File: config.mk
export PLATFORM = sky130hd
export DESIGN_NAME = osc_clk_ctrl
export DESIGN_NICKNAME = d
export VERILOG_FILES = /design/src/rtl/osc_ctrl_pkg.sv /design/src/rtl/osc_cfg_regs.sv /design/src/rtl/xtal_warm_ctr.sv /design/src/rtl/clk_src_switch.sv /design/src/rtl/osc_clk_ctrl.sv
export SDC_FILE = /design/constraint.sdc
export NUM_CORES = 1
export LEC_CHECK = 0
export ABC_AREA = 1
export BUFFER_PORTS_ARGS = -buffer_cell sky130_fd_sc_hd__buf_2
export CORE_MARGIN = 2
export CORE_UTILIZATION = 44
export CTS_CLUSTER_DIAMETER = 50
export DETAILED_ROUTE_END_ITERATION = 7
export PLACE_DENSITY = 0.78
export SYNTH_ARGS = -nofsm -noshare
export SYNTH_HDL_FRONTEND = slang
export SYNTH_SLANG_ARGS = --single-unit
File: constraint.sdc
create_clock -name clk -period 1.6 [get_ports clk]
set_input_delay 0.24 -clock clk [delete_from_list [all_inputs] [get_ports clk]]
set_output_delay 0.24 -clock clk [all_outputs]
set_load 0.03 [all_outputs]
File: src/rtl/osc_ctrl_pkg.sv
package osc_ctrl_pkg;

    localparam int OSC_REG_W = 16;
    localparam int CLK_REG_W = 8;
    localparam int AUX_W     = 6;

    localparam logic ADDR_OSC = 1'b0;
    localparam logic ADDR_CLK = 1'b1;

    localparam logic [OSC_REG_W-1:0] OSC_RESET_VAL = 16'h0001;

    // Clock-source handover states: each swap passes through a gap state.
    typedef enum logic [1:0] {
        SRC_RC   = 2'd0,
        GAP_TO_X = 2'd1,
        SRC_X    = 2'd2,
        GAP_TO_R = 2'd3
    } src_state_e;

    typedef struct packed {
        logic xtal_keep;
        logic rc_keep;
    } osc_keep_t;

    typedef struct packed {
        logic             use_xtal;
        logic [AUX_W-1:0] aux;
    } clk_ctl_t;

    function automatic logic [OSC_REG_W-1:0] pack_osc(osc_keep_t k);
        return {{(OSC_REG_W-2){1'b0}}, k.xtal_keep, k.rc_keep};
    endfunction

    function automatic logic [CLK_REG_W-1:0] pack_clk(clk_ctl_t c, logic rc_mode);
        return {c.use_xtal, rc_mode, c.aux};
    endfunction

    // Crystal is still the live source (gate open or closing).
    function automatic logic xtal_clocking(src_state_e s);
        return (s == SRC_X) || (s == GAP_TO_R);
    endfunction

endpackage

File: src/rtl/osc_cfg_regs.sv
module osc_cfg_regs
    import osc_ctrl_pkg::*;
(
    input  logic                 clk,
    input  logic                 rst_por,
    input  logic                 rst_sys,
    input  logic                 wr_en,
    input  logic                 wr_addr,
    input  logic [OSC_REG_W-1:0] wr_data,
    input  logic                 stop_resume,
    input  logic                 in_gap_to_x,
    output osc_keep_t            keep,
    output clk_ctl_t             ctl,
    output logic                 resume_hold,
    output logic                 warm_restart
);

    logic any_rst;
    logic wr_osc;
    logic wr_clk;

    assign any_rst = rst_por | rst_sys;
    assign wr_osc  = wr_en && (wr_addr == ADDR_OSC);
    assign wr_clk  = wr_en && (wr_addr == ADDR_CLK);

    // Stop-mode wake restarts crystal warm-up unless it was kept alive.
    assign warm_restart = stop_resume & ~keep.xtal_keep;

    // Keep-alive bits: every reset returns them to the reset pattern.
    always_ff @(posedge clk) begin
        if (any_rst) begin
            keep.xtal_keep <= OSC_RESET_VAL[1];
            keep.rc_keep   <= OSC_RESET_VAL[0];
        end else if (wr_osc) begin
            keep.xtal_keep <= wr_data[1];
            keep.rc_keep   <= wr_data[0];
        end
    end

    // Crystal-select: only power-on reset clears it; other resets hold it.
    always_ff @(posedge clk) begin
        if (rst_por) begin
            ctl.use_xtal <= 1'b0;
        end else if (wr_clk && !rst_sys) begin
            ctl.use_xtal <= wr_data[CLK_REG_W-1];
        end
    end

    // Auxiliary field: cleared by any reset.
    always_ff @(posedge clk) begin
        if (any_rst) begin
            ctl.aux <= '0;
        end else if (wr_clk) begin
            ctl.aux <= wr_data[AUX_W-1:0];
        end
    end

    // Resume window: set on wake with crystal selected, cleared as the
    // crystal gate is about to reopen.
    always_ff @(posedge clk) begin
        if (any_rst) begin
            resume_hold <= 1'b0;
        end else if (warm_restart && ctl.use_xtal) begin
            resume_hold <= 1'b1;
        end else if (in_gap_to_x) begin
            resume_hold <= 1'b0;
        end
    end

endmodule

File: src/rtl/xtal_warm_ctr.sv
module xtal_warm_ctr #(
    parameter int WARM_CYC = 64
) (
    input  logic clk,
    input  logic rst_por,
    input  logic pwr,
    input  logic restart,
    output logic ready
);

    localparam int CNT_W = (WARM_CYC < 2) ? 1 : $clog2(WARM_CYC + 1);
    localparam logic [CNT_W-1:0] DONE = CNT_W'(WARM_CYC);

    logic [CNT_W-1:0] cnt;

    always_ff @(posedge clk) begin
        if (rst_por || !pwr || restart) begin
            cnt <= '0;
        end else if (cnt != DONE) begin
            cnt <= cnt + 1'b1;
        end
    end

    assign ready = (cnt == DONE);

endmodule

File: src/rtl/clk_src_switch.sv
module clk_src_switch
    import osc_ctrl_pkg::*;
(
    input  logic       clk,
    input  logic       rst_por,
    input  logic       want_xtal,
    output src_state_e state,
    output logic       gate_rc,
    output logic       gate_xtal,
    output logic       mux_xtal
);

    src_state_e state_n;

    always_comb begin
        state_n = state;
        unique case (state)
            SRC_RC:   if (want_xtal)  state_n = GAP_TO_X;
            GAP_TO_X: state_n = want_xtal ? SRC_X : GAP_TO_R;
            SRC_X:    if (!want_xtal) state_n = GAP_TO_R;
            GAP_TO_R: state_n = SRC_RC;
            default:  state_n = SRC_RC;
        endcase
    end

    always_ff @(posedge clk) begin
        if (rst_por) begin
            state <= SRC_RC;
        end else begin
            state <= state_n;
        end
    end

    assign gate_rc   = (state == SRC_RC);
    assign gate_xtal = (state == SRC_X);
    assign mux_xtal  = (state == GAP_TO_X) || (state == SRC_X);

endmodule

File: src/rtl/osc_clk_ctrl.sv
module osc_clk_ctrl
    import osc_ctrl_pkg::*;
#(
    parameter int WARM_CYC = 64
) (
    input  logic        clk,
    input  logic        rst_por,
    input  logic        rst_sys,
    input  logic        wr_en,
    input  logic        wr_addr,
    input  logic [15:0] wr_data,
    input  logic        wdt_active,
    input  logic        flash_busy,
    input  logic        stop_resume,
    output logic [15:0] osc_rd,
    output logic [7:0]  clk_rd,
    output logic        rc_pwr,
    output logic        xtal_pwr,
    output logic        xtal_ready,
    output logic        gate_rc,
    output logic        gate_xtal,
    output logic        mux_xtal
);

    osc_keep_t  keep;
    clk_ctl_t   ctl;
    src_state_e state;
    logic       resume_hold;
    logic       warm_restart;
    logic       want_xtal;
    logic       rc_mode;

    osc_cfg_regs u_regs (
        .clk          (clk),
        .rst_por      (rst_por),
        .rst_sys      (rst_sys),
        .wr_en        (wr_en),
        .wr_addr      (wr_addr),
        .wr_data      (wr_data),
        .stop_resume  (stop_resume),
        .in_gap_to_x  (state == GAP_TO_X),
        .keep         (keep),
        .ctl          (ctl),
        .resume_hold  (resume_hold),
        .warm_restart (warm_restart)
    );

    assign xtal_pwr = keep.xtal_keep | ctl.use_xtal | xtal_clocking(state);

    xtal_warm_ctr #(
        .WARM_CYC (WARM_CYC)
    ) u_warm (
        .clk     (clk),
        .rst_por (rst_por),
        .pwr     (xtal_pwr),
        .restart (warm_restart),
        .ready   (xtal_ready)
    );

    assign want_xtal = ctl.use_xtal & xtal_ready;

    clk_src_switch u_switch (
        .clk       (clk),
        .rst_por   (rst_por),
        .want_xtal (want_xtal),
        .state     (state),
        .gate_rc   (gate_rc),
        .gate_xtal (gate_xtal),
        .mux_xtal  (mux_xtal)
    );

    assign rc_pwr  = keep.rc_keep | ~ctl.use_xtal | wdt_active | flash_busy | ~gate_xtal;
    assign rc_mode = ~ctl.use_xtal | resume_hold;

    assign osc_rd = pack_osc(keep);
    assign clk_rd = pack_clk(ctl, rc_mode);

endmodule

==> results of run 1 <==
==> power breakdown <==
part	leakage, uW	total [uW]	internal (uW)	switching [uW]
clock	0.0000177	243	93.1	150
combinational	0.000441	364	115	249
sequential	0.000156	524	503	20.5
==> through the flow <==
stage / setup TNS, ps / util / area (um^2) / setup slack (ps) / hold slack [ps]
6_report: 0 / 0.578 / 1290 / 22.5 / 155
5_1_grt: -44.4 / 0.578 / 1290 / -22.9 / 161
4_1_cts: 0 / 0.552 / 1230 / 3.08 / 145
3_5_place_dp: 0 / 0.522 / 1170 / 179 / 474
3_3_place_gp: 0 / 0.522 / 1170 / 245 / 456
2_1_floorplan: 0 / - / 1090 / 88.3 / 302
==> what timing repair did <==
| item | CTS | global route |
|---|---|---|
| buffers inserted | 2 | 4 |
| pin swaps | 1 | 1 |
| endpoints found under the setup margin | 2 | 4 |
| resized for setup | 10 | 8 |
| hold endpoints to repair | 0 | 0 |
==> routing by layer <==
metal	part of all wire	up-vias	GRT usage	routed length [um]
li1	-	490	-	-
met1	0.41	447	0.196	910
met2	0.51	35	0.277	1130
met3	0.060	4	0.0371	132
met4	0.019	0	0.111	42
met5	0	-	0	0
==> worst reg2reg max path, stage by stage (launching register included) <==
cell and delay (ps):
dfxtp_2 340, inv_2 70, ha_4 140, nand2_4 60, nor2_4 120, nand2_2 80
inv_2 70, buf_4 100, buf_4 100, nand2_1 50, a21oi_1 130
==> flip-flops by register name, indices dropped and copies added (netlist names) <==
signal              cells
u_regs.resume_hold      1
u_switch.state          2
u_warm.cnt              7
u_regs.ctl              7
u_regs.keep             2
==> area by class of cell <==
| class | count | area, um^2 |
|---|---|---|
| clock inverter | 1 | 5.00 |
| multi-input combinational | 98 | 561 |
| fill | 219 | 943 |
| tap | 28 | 35.0 |
| sequential | 19 | 388 |
| inverter | 19 | 71.3 |
| timing repair buffer | 36 | 208 |
| clock buffer | 3 | 22.5 |
==> worst max path at each step <==
stage | from | end | slack, ps | cells past startpoint
after detailed placement | u_switch.state[0] | u_warm.cnt[1] | 180 | 6
after CTS | u_switch.state[0] | xtal_pwr | 3 | 5
final | u_switch.state[0] | xtal_pwr | 20 | 5
after global routing | u_switch.state[1] | mux_xtal | -20 | 3
after floorplan | u_switch.state[0] | u_warm.cnt[2] | 90 | 6
after global placement | u_warm.cnt[0] | xtal_ready | 250 | 7
==> cell usage after synthesis <==
library cell   n
dfxtp_1       19
nor2_1        19
nand2_1       18
inv_1         16
buf_4         15
o21ai_0        9
nand3_1        8
a21oi_1        7
ha_1           6
inv_2          3
nand2_2        2
nand4_1        2
nor2_4         2
xor2_1         2
a21boi_0       1
a21oi_2        1
conb_1         1
nand4_2        1
nor3_1         1
nor4_1         1
o311a_1        1
o31ai_1        1
or2_2          1
xnor2_1        1
==> cells by family (layout without fill, tap and decap cells) <==
| group | Yosys count | count (layout) | share of synthesized area |
|---|---|---|---|
| other | 1 | 14 | 0.00361 |
| adder cells (fa/ha/maj) | 6 | 6 | 0.0722 |
| flip-flops | 19 | 19 | 0.366 |
| AND/OR/NAND/NOR | 55 | 55 | 0.247 |
| buffers and inverters | 34 | 59 | 0.177 |
| AO/OA/AOI/OAI | 20 | 20 | 0.110 |
| XOR/XNOR | 3 | 3 | 0.0253 |
==> impl_metrics.tcl, run 1 <==
set metrics [dict create \
    status "completed" \
    root_buffer "clkbuf_4" \
    die_w_um 52.6 \
    max_stage_delay_ps 380 \
    setup_viol 0 \
    grt_overflow 0 \
    dp.cells 194 \
    antenna_found_initial 0 \
    regToRegSetupSlack_ps 260 \
    ys_types 24 \
    clock_latency_ps 300 \
    synthTopCellsByArea "dfxtp_1 (37%), buf_4 (11%), ha_1 (7.2%), nor2_1 (6.9%), nand2_1 (6.5%)" \
    holdPathStages 2 \
    wl_um 2210 \
    hpwl_um 1670 \
    cts_tree "built" \
    rsz0062_at_grt "true" \
    layout.nets 207 \
    layout_common_cells "buf_2 (28), nor2_1 (18), nand2_1 (17)" \
    grt_max_degree 12 \
    ctsLongestPathBuffers 2 \
    wl_per_cell_um 10.8 \
    crit_buf_inv 2 \
    p_leak_uw 0.000615 \
    ant_nets 0 \
    antennaDiodeCount 0 \
    initial_core_util 0.466 \
    vias 976 \
    dieArea_um2 2770 \
    final_common_cell "buf_2" \
    p_per_area_nw_per_um2 877 \
    path_cells "inv_1, ha_2, nor2_2, nand3_2, buf_6" \
    crit_fanout 4 \
    num_io_pins 54 \
    r2r_cells 10 \
    end_kind "output port" \
    finalHoldViolCount 0 \
    regToRegEndpoint "u_warm.cnt[1]" \
    critPathTopFamily "flip-flops" \
    grt_usage 0.169 \
    cts_sinks 19 \
    syn_inst 138 \
    core_area_um2 2230 \
    finalPower_uw 1130 \
    firstDrtPassIters 4 \
    yosysTopAreaCell "dfxtp_1" \
    r2r-start "u_warm.cnt[0]" \
    yosys_register_bits 19 \
    holdCritPathClass "in2reg" \
    vias_per_cell 4.78 \
    htreeDepth 1 \
    drcViolationCount 0 \
    grt_pass1_vias 839 \
    synth_top_area_share 0.366 \
    period_minus_slack_ps 1580 \
    worstHoldStart "rst_por" \
    peakVddDrop_uv 765 \
    area_growth_syn_to_layout_pct 24.1 \
    seq_area_frac_synth 0.366 \
    slew_viol_final 0 \
    drt_iter0_drc 18 \
    gp_congestion 0.720 \
    critical_path_class "reg2out" \
    critPathLaunchType "register" \
    syn-cell-area_um2 1040 \
    fp-row-count 17 \
    slowest_stage "dfxtp_4" \
    clk_pin_slew_ps 110 \
    final_cells 204 \
    avgSynthCellArea_um2 7.53 \
    port_buffers 30 \
    timing.fmax_ghz 0.634 \
    die_y_um 52.6 \
    hold_path_end "u_switch.state[0]" \
    worstPathArrival_ps 1340 \
    skew_ps 2.55 \
    grt_pass1_wl_um 3430 \
    finalCritPeriodShare 0.986 \
    cp.required_ps 1360 \
    yosys_warnings 0 \
    drive_above_1_share 0.352 \
    cts_hold_buf 0 \
    maxCapViolations 0 \
    numCtsBuffers 3 \
]
No activity file was read; power rests on OpenSTA's default activity.
==> inputs of run 2 (changes only) <==
- BUFFER_PORTS_ARGS: -buffer_cell sky130_fd_sc_hd__buf_2 -> unset
- CORE_UTILIZATION: 44 -> 55
- DONT_BUFFER_PORTS: unset -> 1
- PLACE_DENSITY: 0.78 -> 0.7
==> run 2 against run 1 <==
  * Power fell by 0.35%
  * Clock skew rose by 1.3 ps
  * Setup slack better by 21 ps
  * Wire length shrank 14%
  * Critical endpoint unchanged
==> impl_metrics.tcl, run 2 (same netlist as run 1, synthesis figures left out) <==
set metrics [dict create \
    status "completed" \
    intPower_uw 710 \
    slowest_stage "dfxtp_2" \
    grt_pass1_vias 669 \
    grt_pass1_wl_um 2760 \
    core_area_um2 1750 \
    cp.required_ps 1360 \
    finalCritPeriodShare 0.973 \
    port_buffers 0 \
    cts_sinks 19 \
    regArea_um2 384 \
    die_y_um 47.5 \
    hpwl_um 1460 \
    drcViolationCount 0 \
    multi_input_area_um2 539 \
    critPathLaunchType "register" \
    initial_core_util 0.596 \
    setup_tns_ps 0 \
    top_regs "u_regs.ctl (7), u_warm.cnt (7)" \
    wl_um 1900 \
    clkPwrFrac 0.220 \
    final_common_cell "nor2_1" \
    layout_common_cells "nor2_1 (19), nand2_1 (17), inv_1 (16), dfxtp_1 (16), conb_1 (14)" \
    nFillCells 169 \
    max_stage_delay_ps 350 \
    end_kind "output port" \
    setup_viol 0 \
    drt_iter0_drc 4 \
    grt_usage 0.179 \
    numCtsBuffers 3 \
    area_growth_syn_to_layout_pct 9.51 \
    timing.critical_path.mode_cell "buf_6" \
    dp.cells 166 \
    p_switching_uw 417 \
    ctsLongestPathBuffers 2 \
    dieArea_um2 2250 \
    finalHoldViolCount 0 \
    holdCritPathClass "in2reg" \
    skew_ps 3.90 \
    worstPathArrival_ps 1320 \
    swShare 0.370 \
    clock_latency_ps 300 \
    pwr-share-comb 0.310 \
    vias_per_cell 4.78 \
    htreeDepth 1 \
    crit_fanout 4 \
    wl_per_cell_um 10.9 \
    timing.fmax_ghz 0.643 \
    die_w_um 47.5 \
    final_cells 174 \
    p_per_area_nw_per_um2 990 \
    rsz0062_at_grt "true" \
    num_io_pins 54 \
    clk_pin_slew_ps 110 \
    root_buffer "clkbuf_4" \
    layout.nets 180 \
    critical_path_class "reg2out" \
    layout_setup_ws_ps 43.6 \
    drive_above_1_share 0.188 \
    dp_slack_ps 230 \
    antenna_found_initial 0 \
    maxCapViolations 0 \
    path_cells "buf_6, ha_1, nor2_1, nand3_2, buf_6" \
    firstDrtPassIters 4 \
    grt_max_degree 13 \
    vias 832 \
    ant_nets 0 \
    seq_power_share 0.470 \
    p_leak_uw 0.000489 \
    gp_congestion 0.769 \
    cts_tree "built" \
    slew_viol_final 0 \
    fp-row-count 15 \
    grt_overflow 0 \
    period_minus_slack_ps 1560 \
    peakVddDrop_uv 721 \
    antennaDiodeCount 0 \
]
## run 2: cell count changes in the layout (fill, tap and decap cells not counted), sizes merged
cell	change
clkinvlp	+1
inv	-1
buf	-28
dlygate4sd3	+1
## run 2: routing by layer
layer,vias to the layer above,track usage,part of all wire
li1,432,-,-
met1,366,0.223,0.43
met2,32,0.281,0.49
met3,2,0.0453,0.068
met4,0,0.100,0.0089
met5,-,0,0
## run 2: power groups by stage
stage | Combinational (uW) | Sequential (uW) | Clock [uW]
floorplan | 275 | 541 | 0
global placement | 292 | 540 | 0
detailed placement | 300 | 540 | 0
CTS | 329 | 525 | 260
global route | 380 | 531 | 277
finish | 349 | 530 | 248
## run 2: layout make-up
type,count,area share
multi-input combinational,98,0.474
sequential,19,0.337
timing repair buffer,9,0.0681
inverter,19,0.0670
tap,25,0.0275
clock buffer,3,0.0198
clock inverter,1,0.00659
## run 2: path summary, 6_finish.rpt
check,to,cells after the start,from,slack [ps]
worst min register to register,u_regs.resume_hold,2,u_regs.resume_hold,470
worst min-delay path,u_regs.keep[0],2,wr_data[0],70
worst max register to register,u_warm.cnt[6],7,u_switch.state[0],200
worst max-delay path,xtal_pwr,5,u_switch.state[0],40
## run 2: through the flow
step	utilization	power (uW)	hold WS, ps	instance area (um^2)
2_1_floorplan	-	816	302	1090
3_3_place_gp	0.601	832	303	1050
3_5_place_dp	0.601	841	306	1050
4_1_cts	0.633	1110	58.3	1100
5_1_grt	0.652	1190	65.6	1140
6_report	0.652	1130	68.9	1140
## run 2: critical path: cells and delay by family, from the launching register on
kind | cells | cell delay (ps)
AND/OR/NAND/NOR | 2 | 210
buffers and inverters | 2 | 270
adder cells (fa/ha/maj) | 1 | 190
flip-flops | 1 | 350
## run 2: repair_timing
action,4_1_cts,5_1_grt
setup endpoints to repair,2,3
pin swaps,0,3
setup buffers,1,2
resized for setup,4,6
endpoints found under the hold margin,2,0
hold buffers,1,0
